$ cat src/rtl/rtc_cal_pkg.sv
package rtc_cal_pkg;

    typedef enum logic [1:0] {
        ST_IDLE = 2'd0,
        ST_UIP  = 2'd1,
        ST_END  = 2'd2
    } upd_state_t;

    typedef struct packed {
        logic [6:0] sec;
        logic [6:0] min;
        logic [4:0] hour;
        logic [2:0] wday;
        logic [4:0] mday;
        logic [3:0] mon;
        logic [6:0] year;
    } cal_t;

    localparam logic [2:0] OSC_RUN   = 3'b010;
    localparam logic [6:0] SEC_LAST  = 7'd59;
    localparam logic [6:0] MIN_LAST  = 7'd59;
    localparam logic [4:0] HOUR_LAST = 5'd23;
    localparam logic [2:0] WDAY_LAST = 3'd7;
    localparam logic [3:0] MON_LAST  = 4'd12;
    localparam logic [6:0] YEAR_LAST = 7'd99;

    function automatic logic [7:0] to_bcd(input logic [6:0] v);
        logic [6:0] tens;
        logic [6:0] units;
        tens  = v / 7'd10;
        units = v % 7'd10;
        return {tens[3:0], units[3:0]};
    endfunction

    function automatic logic [7:0] from_bcd(input logic [7:0] b);
        return ({4'd0, b[7:4]} * 8'd10) + {4'd0, b[3:0]};
    endfunction

    function automatic logic [7:0] enc_field(input logic [6:0] v, input logic bin);
        return bin ? {1'b0, v} : to_bcd(v);
    endfunction

    function automatic logic [4:0] days_in_month(input logic [3:0] mon, input logic [6:0] year);
        logic [4:0] d;
        case (mon)
            4'd4, 4'd6, 4'd9, 4'd11: d = 5'd30;
            4'd2:                    d = (year[1:0] == 2'b00) ? 5'd29 : 5'd28;
            default:                 d = 5'd31;
        endcase
        return d;
    endfunction

endpackage

$ cat src/rtl/rtc_cal_step.sv
module rtc_cal_step
    import rtc_cal_pkg::*;
(
    input  cal_t cur,
    output cal_t nxt
);
    logic [4:0] dim;

    always_comb begin
        dim = days_in_month(cur.mon, cur.year);
        nxt = cur;
        if (cur.sec >= SEC_LAST) begin
            nxt.sec = 7'd0;
            if (cur.min >= MIN_LAST) begin
                nxt.min = 7'd0;
                if (cur.hour >= HOUR_LAST) begin
                    nxt.hour = 5'd0;
                    nxt.wday = (cur.wday >= WDAY_LAST) ? 3'd1 : cur.wday + 3'd1;
                    if (cur.mday >= dim) begin
                        nxt.mday = 5'd1;
                        if (cur.mon >= MON_LAST) begin
                            nxt.mon  = 4'd1;
                            nxt.year = (cur.year >= YEAR_LAST) ? 7'd0 : cur.year + 7'd1;
                        end else begin
                            nxt.mon = cur.mon + 4'd1;
                        end
                    end else begin
                        nxt.mday = cur.mday + 5'd1;
                    end
                end else begin
                    nxt.hour = cur.hour + 5'd1;
                end
            end else begin
                nxt.min = cur.min + 7'd1;
            end
        end else begin
            nxt.sec = cur.sec + 7'd1;
        end
    end
endmodule

$ cat src/rtl/rtc_cal_codec.sv
module rtc_cal_codec
    import rtc_cal_pkg::*;
(
    input  cal_t       cur,
    input  logic       bin_mode,
    input  logic       hr24_mode,
    output logic [7:0] sec_b,
    output logic [7:0] min_b,
    output logic [7:0] hr_b,
    output logic [7:0] wday_b,
    output logic [7:0] mday_b,
    output logic [7:0] mon_b,
    output logic [7:0] year_b
);
    logic [6:0] h12;

    always_comb begin
        sec_b  = enc_field(cur.sec, bin_mode);
        min_b  = enc_field(cur.min, bin_mode);
        wday_b = enc_field({4'd0, cur.wday}, bin_mode);
        mday_b = enc_field({2'd0, cur.mday}, bin_mode);
        mon_b  = enc_field({3'd0, cur.mon}, bin_mode);
        year_b = enc_field(cur.year, bin_mode);
        if (cur.hour == 5'd0)
            h12 = 7'd12;
        else if (cur.hour > 5'd12)
            h12 = {2'd0, cur.hour} - 7'd12;
        else
            h12 = {2'd0, cur.hour};
        if (hr24_mode)
            hr_b = enc_field({2'd0, cur.hour}, bin_mode);
        else
            hr_b = enc_field(h12, bin_mode) | ((cur.hour >= 5'd12) ? 8'h80 : 8'h00);
    end
endmodule

$ cat src/rtl/rtc_cal_alarm.sv
module rtc_cal_alarm #(
    parameter int N_ALM = 3
) (
    input  logic [N_ALM-1:0][7:0] alm_b,
    input  logic [N_ALM-1:0][7:0] now_b,
    output logic                  hit
);
    logic [N_ALM-1:0] match;

    for (genvar i = 0; i < N_ALM; i++) begin : g_cmp
        assign match[i] = (alm_b[i][7:6] == 2'b11) || (alm_b[i] == now_b[i]);
    end

    assign hit = &match;
endmodule

$ cat src/rtl/rtc_calendar_core.sv
module rtc_calendar_core
    import rtc_cal_pkg::*;
#(
    parameter int UIP_TICKS = 8
) (
    input  logic       clk,
    input  logic       rst_n,
    input  logic       sec_tick,
    input  logic       osc_tick,
    input  logic [2:0] osc_ctl,
    input  logic       set_mode,
    input  logic       bin_mode,
    input  logic       hr24_mode,
    input  logic       alarm_en,
    input  logic       upd_irq_en,
    input  logic [7:0] alm_sec,
    input  logic [7:0] alm_min,
    input  logic [7:0] alm_hr,
    input  logic       wr_en,
    input  logic [2:0] wr_idx,
    input  logic [7:0] wr_data,
    input  logic       flag_clr,
    output logic [7:0] sec_o,
    output logic [7:0] min_o,
    output logic [7:0] hr_o,
    output logic [7:0] wday_o,
    output logic [7:0] mday_o,
    output logic [7:0] mon_o,
    output logic [7:0] year_o,
    output logic       uip_o,
    output logic [7:0] flags_o,
    output logic       irq_o
);
    localparam int         CW      = $clog2(UIP_TICKS + 1);
    localparam logic [CW-1:0] CNT_LAST = CW'(UIP_TICKS - 1);
    localparam cal_t       CAL_RST = '{sec: 7'd0, min: 7'd0, hour: 5'd0, wday: 3'd1,
                                       mday: 5'd1, mon: 4'd1, year: 7'd0};

    upd_state_t    st_q, st_d;
    logic [CW-1:0] cnt_q;
    cal_t          cal_q, cal_d, cal_step;
    logic          sec_go, end_ok, alm_hit;
    logic          uip_q, uf_q, af_q, irqf_q;
    logic [7:0]    wr_val, hr_raw, hr_val;

    rtc_cal_step u_step (
        .cur (cal_q),
        .nxt (cal_step)
    );

    rtc_cal_codec u_codec (
        .cur       (cal_q),
        .bin_mode  (bin_mode),
        .hr24_mode (hr24_mode),
        .sec_b     (sec_o),
        .min_b     (min_o),
        .hr_b      (hr_o),
        .wday_b    (wday_o),
        .mday_b    (mday_o),
        .mon_b     (mon_o),
        .year_b    (year_o)
    );

    rtc_cal_alarm #(.N_ALM(3)) u_alarm (
        .alm_b ({alm_hr, alm_min, alm_sec}),
        .now_b ({hr_o, min_o, sec_o}),
        .hit   (alm_hit)
    );

    assign sec_go = (st_q == ST_IDLE) && sec_tick && (osc_ctl == OSC_RUN);
    assign end_ok = (st_q == ST_END) && !set_mode;

    // Write decoding in the currently selected encoding
    always_comb begin
        wr_val = bin_mode ? wr_data : from_bcd(wr_data);
        hr_raw = bin_mode ? {1'b0, wr_data[6:0]} : from_bcd({1'b0, wr_data[6:0]});
        if (hr24_mode)
            hr_val = hr_raw;
        else
            hr_val = ((hr_raw == 8'd12) ? 8'd0 : hr_raw) + (wr_data[7] ? 8'd12 : 8'd0);
    end

    // Next calendar value: advance first, then a write overrides its field
    always_comb begin
        cal_d = sec_go ? cal_step : cal_q;
        if (wr_en) begin
            unique case (wr_idx)
                3'd0:    cal_d.sec  = wr_val[6:0];
                3'd1:    cal_d.min  = wr_val[6:0];
                3'd2:    cal_d.hour = hr_val[4:0];
                3'd3:    cal_d.wday = wr_val[2:0];
                3'd4:    cal_d.mday = wr_val[4:0];
                3'd5:    cal_d.mon  = wr_val[3:0];
                3'd6:    cal_d.year = wr_val[6:0];
                default: cal_d = cal_d;
            endcase
        end
    end

    always_ff @(posedge clk or negedge rst_n) begin
        if (!rst_n) cal_q <= CAL_RST;
        else        cal_q <= cal_d;
    end

    // Next-state logic
    always_comb begin
        st_d = st_q;
        unique case (st_q)
            ST_IDLE: if (sec_go && !set_mode) st_d = ST_UIP;
            ST_UIP: begin
                if (set_mode)                          st_d = ST_IDLE;
                else if (osc_tick && cnt_q == CNT_LAST) st_d = ST_END;
            end
            ST_END:  st_d = ST_IDLE;
            default: st_d = ST_IDLE;
        endcase
    end

    // State register and window counter
    always_ff @(posedge clk or negedge rst_n) begin
        if (!rst_n) begin
            st_q  <= ST_IDLE;
            cnt_q <= '0;
        end else begin
            st_q <= st_d;
            if (st_d != ST_UIP)  cnt_q <= '0;
            else if (osc_tick && st_q == ST_UIP) cnt_q <= cnt_q + 1'b1;
        end
    end

    // Output process: update flag and event flags
    always_ff @(posedge clk or negedge rst_n) begin
        if (!rst_n) begin
            uip_q  <= 1'b0;
            uf_q   <= 1'b0;
            af_q   <= 1'b0;
            irqf_q <= 1'b0;
        end else begin
            uip_q <= (st_d != ST_IDLE);
            if (flag_clr) begin
                uf_q   <= 1'b0;
                af_q   <= 1'b0;
                irqf_q <= 1'b0;
            end
            if (end_ok) begin
                uf_q <= 1'b1;
                if (upd_irq_en) irqf_q <= 1'b1;
                if (alarm_en && alm_hit) begin
                    af_q   <= 1'b1;
                    irqf_q <= 1'b1;
                end
            end
        end
    end

    assign uip_o   = uip_q;
    assign flags_o = {irqf_q, 1'b0, af_q, uf_q, 4'b0000};
    assign irq_o   = irqf_q;

    p_hold_osc_off_r2: assert property (@(posedge clk) disable iff (!rst_n)
        (osc_ctl != OSC_RUN && !wr_en) |=> $stable(cal_q));

    p_uip_source_r7: assert property (@(posedge clk) disable iff (!rst_n)
        $rose(uip_o) |-> $past(sec_tick && osc_ctl == OSC_RUN && !set_mode));

    p_uf_from_end_r8: assert property (@(posedge clk) disable iff (!rst_n)
        $rose(uf_q) |-> $past(st_q == ST_END));

    p_irq_cause_r9: assert property (@(posedge clk) disable iff (!rst_n)
        $rose(irq_o) |-> $past(upd_irq_en || alarm_en));

    p_set_no_uip_r10: assert property (@(posedge clk) disable iff (!rst_n)
        (set_mode && !uip_o) |=> !uip_o);

    p_clear_r11: assert property (@(posedge clk) disable iff (!rst_n)
        (flag_clr && st_q != ST_END) |=> (flags_o == 8'h00 && !irq_o));

endmodule

$ cat config.mk
export PLATFORM = sky130hd
export DESIGN_NAME = rtc_calendar_core
export DESIGN_NICKNAME = d
export VERILOG_FILES = /design/src/rtl/rtc_cal_pkg.sv /design/src/rtl/rtc_cal_step.sv /design/src/rtl/rtc_cal_codec.sv /design/src/rtl/rtc_cal_alarm.sv /design/src/rtl/rtc_calendar_core.sv
export SDC_FILE = /design/constraint.sdc
export NUM_CORES = 1
export LEC_CHECK = 0
export ABC_AREA = 1
export BUFFER_PORTS_ARGS = -buffer_cell sky130_fd_sc_hd__buf_2
export CAP_MARGIN = 30
export CELL_PAD_IN_SITES_DETAIL_PLACEMENT = 0
export CELL_PAD_IN_SITES_GLOBAL_PLACEMENT = 2
export CORE_ASPECT_RATIO = 2
export CORE_MARGIN = 2
export CORE_UTILIZATION = 33
export DETAILED_ROUTE_END_ITERATION = 8
export PLACE_DENSITY_LB_ADDON = 0.1
export SLEW_MARGIN = 10
export SYNTH_ARGS = -nofsm -noshare
export SYNTH_HDL_FRONTEND = slang
export SYNTH_HIERARCHICAL = 1
export SYNTH_SLANG_ARGS = --single-unit
$ cat constraint.sdc
create_clock -name clk -period 7.66 [get_ports clk]
set_input_delay 1.149 -clock clk [delete_from_list [all_inputs] [get_ports clk]]
set_output_delay 1.149 -clock clk [all_outputs]
set_load 0.005 [all_outputs]
==> summary.json <==
{
  "post_synth.cell_area_avg_sq_um": 6.11,
  "grt_pass1_vias": 6804,
  "portBuffers": 99,
  "htree_num_levels": 2,
  "clockRootBuffer": "sky130_fd_sc_hd__clkbuf_16",
  "hold_ws_ns": 0.518,
  "crit_path_to": "hr_o[3]",
  "worst_hold_path_type": "reg -> reg",
  "ant_nets": 0,
  "timing_startpoint_of_the_critical_path": "cal_q[22]",
  "grtUsageTotal_pct": 20.1,
  "nets": 1249,
  "pin_count": 115,
  "fmax_mhz": 234,
  "worst-endpoint-required_ns": 6.51,
  "drt_first_iter_violations": 317,
  "setup_violations": 0,
  "number_of_gates_given_a_new_drive_strength_after_cts": 0,
  "number_of_filler_cells_placed_in_the_layout": 2293,
  "leakage_nw": 3.94,
  "initial_standard_cell_utilization_of_the_core_pct": 33.5,
  "yosys.cell_types.count": 54,
  "synth_cells": 1081,
  "cts.hold.buffers_added": 0,
  "antennaDiodeCount": 0,
  "fin_setup_tns_ns": 0,
  "synth-warning-count": 6,
  "worst_setup_hold_path_clk_slew_ns": 0.07,
  "stdcell_count": 1419,
  "yosysTopAreaCellShare_pct": 17.0,
  "run_status": "complete, no violations",
  "insertion_delay_ns": 0.30,
  "rsz_0062_raised_after_global_routing": "false",
  "worst_clock_skew_ns": 0.00807,
  "worst-path-stages": 15,
  "dp_hpwl_um": 16800,
  "max_fo_critical_path": 7,
  "end_kind": "output pin",
  "power_dens_cells_nw_per_um2": 288,
  "max_cap_viol_count": 0,
  "r2r_start": "cal_q[22]",
  "finalMaxSlewViolations": 0,
  "ys_seq_elements": 48,
  "design.core.area_sq_um": 19700,
  "drt-wirelength-per-cell_um": 14.9,
  "critical_path.max_stage_delay_ns": 0.46,
  "route.final.wire_length_um": 21100,
  "layout_commonest_cell": "sky130_fd_sc_hd__nand2_1",
  "critical_path.slowest_cell": "sky130_fd_sc_hd__dfrtp_1",
  "tritoncts": "built",
  "grt_start_max_net_pins": 50,
  "place_inst": 1411,
  "rr_endpoint": "irq_o",
  "post-route-util_pct": 37.2,
  "synthDominantAreaCellType": "sky130_fd_sc_hd__dfrtp_1",
  "worst_hold_path.num_cells": 2,
  "timing.slew.headroom_pct": 54.2,
  "placer_congestion_estimate": 0.833,
  "vdd.ir_drop.worst_mv": 0.135,
  "power_mw": 2.11,
  "synth_edf_count": 0,
  "drt-pass1-iter-count": 7,
  "critical_path_class": "reg -> out",
  "min_period_over_period_pct": 55.8,
  "finalWorstPathRequiredPeriod_ns": 4.28,
  "yosysSeqAreaShare_pct": 18.2,
  "yosys-top-cells-area": "sky130_fd_sc_hd__dfrtp_1 (17%), sky130_fd_sc_hd__nand2_1 (17%), sky130_fd_sc_hd__inv_1 (8.2%)",
  "dominantRegCellSynth": "sky130_fd_sc_hd__dfrtp_1",
  "fp.dieArea_sq_um": 21200,
  "cts_post_setup_buffers_inserted": 0,
  "drive_above_1_share_pct": 16.8,
  "grt_pass1_wl_um": 34200,
  "r2r_cells": 24,
  "crit_path_cell_trace": "inv_1 -> ha_1 -> inv_1 -> ha_1 -> o21bai_4 -> xor2_2 -> ha_1 -> nor2_1 -> nor2_1 -> nand2_1 -> a21oi_1 -> nor3_1 -> nor2_1 -> a21oi_1 -> buf_2",
  "layout_common_cells": "sky130_fd_sc_hd__nand2_1 (297), sky130_fd_sc_hd__inv_1 (145), sky130_fd_sc_hd__nor2_1 (116), sky130_fd_sc_hd__buf_2 (99), sky130_fd_sc_hd__o21ai_0 (79)",
  "cts.sinks": 48,
  "floorplan.rows": 73,
  "crit_family": "simple AND/OR/NAND/NOR gates",
  "worst_pin_slew_ns": 0.687,
  "ys_async_sr_fraction_pct": 100,
  "floorplan.die.width_um": 104,
  "die-height_um": 204,
  "post_synth_design_cell_area_sq_um": 6610,
  "avgViaCountPerCell": 4.84,
  "cp_data_arrival_time_ns": 3.13,
  "grt_overflow_total": 0,
  "worst-path-buf-inv": 3,
  "ff2ff_setup_slack_ns": 3.74,
  "clk_path_buf_depth": 2,
  "dr_total_vias": 6874,
  "hold_violations": 0,
  "startpoint_type": "register",
  "numCtsBuffers": 5,
  "area.growth.synth_to_final_pct": 11.0,
  "grt_antenna_before_repair": 0,
  "remaining_drc_errors": 0
}
how the worst min path moves through the flow:
stage	slack, ns	from	endpoint
2_1_floorplan	0.50	af_q	af_q
3_3_place_gp	0.51	uf_q	uf_q
3_5_place_dp	0.51	uf_q	uf_q
4_1_cts	0.53	uf_q	uf_q
5_1_grt	0.57	uf_q	uf_q
6_report	0.52	uf_q	uf_q
flip-flops by register name (all words and copies together) (netlist names):
| register | flops |
|---|---|
| af_q | 1 |
| cal_q | 38 |
| cnt_q | 4 |
| irq_o | 1 |
| st_q | 2 |
| uf_q | 1 |
| uip_o | 1 |
power by group:
group          internal (mW)  switching [mW]  total [mW]
Clock                  0.154           0.102       0.256
Sequential             0.313           0.135       0.448
Combinational          0.531           0.875        1.41
Total                  0.998            1.11        2.11
kinds of logic after synthesis:
logic type                 count (synthesis)  synth area share, %
and+or+nand+nor                          582                 40.0
AOI/OAI and AO/OA                        164                 14.1
DFF                                       48                 18.2
adders and majority gates                 44                 8.68
other                                      3                0.170
buffers and inverters                    207                 14.2
xor gates and xnor gates                  31                 4.34
muxes                                      2                0.303
metrics by stage:
step / setup slack, ns / cell area, sq um
finish: 3.38 / 7330
global route: 3.14 / 7330
CTS: 3.39 / 7330
detailed placement: 3.68 / 7170
global placement: 3.73 / 7170
floorplan: 4.28 / 6650
cell type report:
cell class	count	area (sq um)	share of cell area (%)
Multi-Input combinational cell	839	4510	61.5
Sequential cell	48	1200	16.4
Inverter	159	601	8.19
Timing Repair Buffer	103	526	7.16
Tap cell	262	328	4.47
Clock buffer	6	129	1.76
Clock inverter	2	35.0	0.478
synthesized netlist by cell type (all sizes together) (5+ instances only):
master	instances
nand3b	6
dfrtp	45
nand3	90
nor2	125
a31oi	10
a21oi	33
ha	41
xor2	17
o21ai	98
buf	42
or2	5
o211ai	5
nand2	324
clkbuf	6
inv	157
nand4	17
o22ai	11
xnor2	14
nor3	10
routing by layer:
layer | track usage [%] | part of all wire (%)
met1 | 20.9 | 38
met2 | 40.7 | 57
met3 | 1.28 | 2.4
met4 | 8.40 | 3.1
met5 | 0 | 0
worst register-to-register path: cells and delay by family, from the launching register on:
family / cells / cell delay, ns
adder cells (fa/ha/maj): 3 / 0.58
AO/OA/AOI/OAI: 5 / 0.76
buffers and inverters: 3 / 0.36
AND/OR/NAND/NOR: 12 / 1.49
flip-flops: 1 / 0.46
XOR/XNOR: 1 / 0.18
Power figures use the tool's default switching activity.
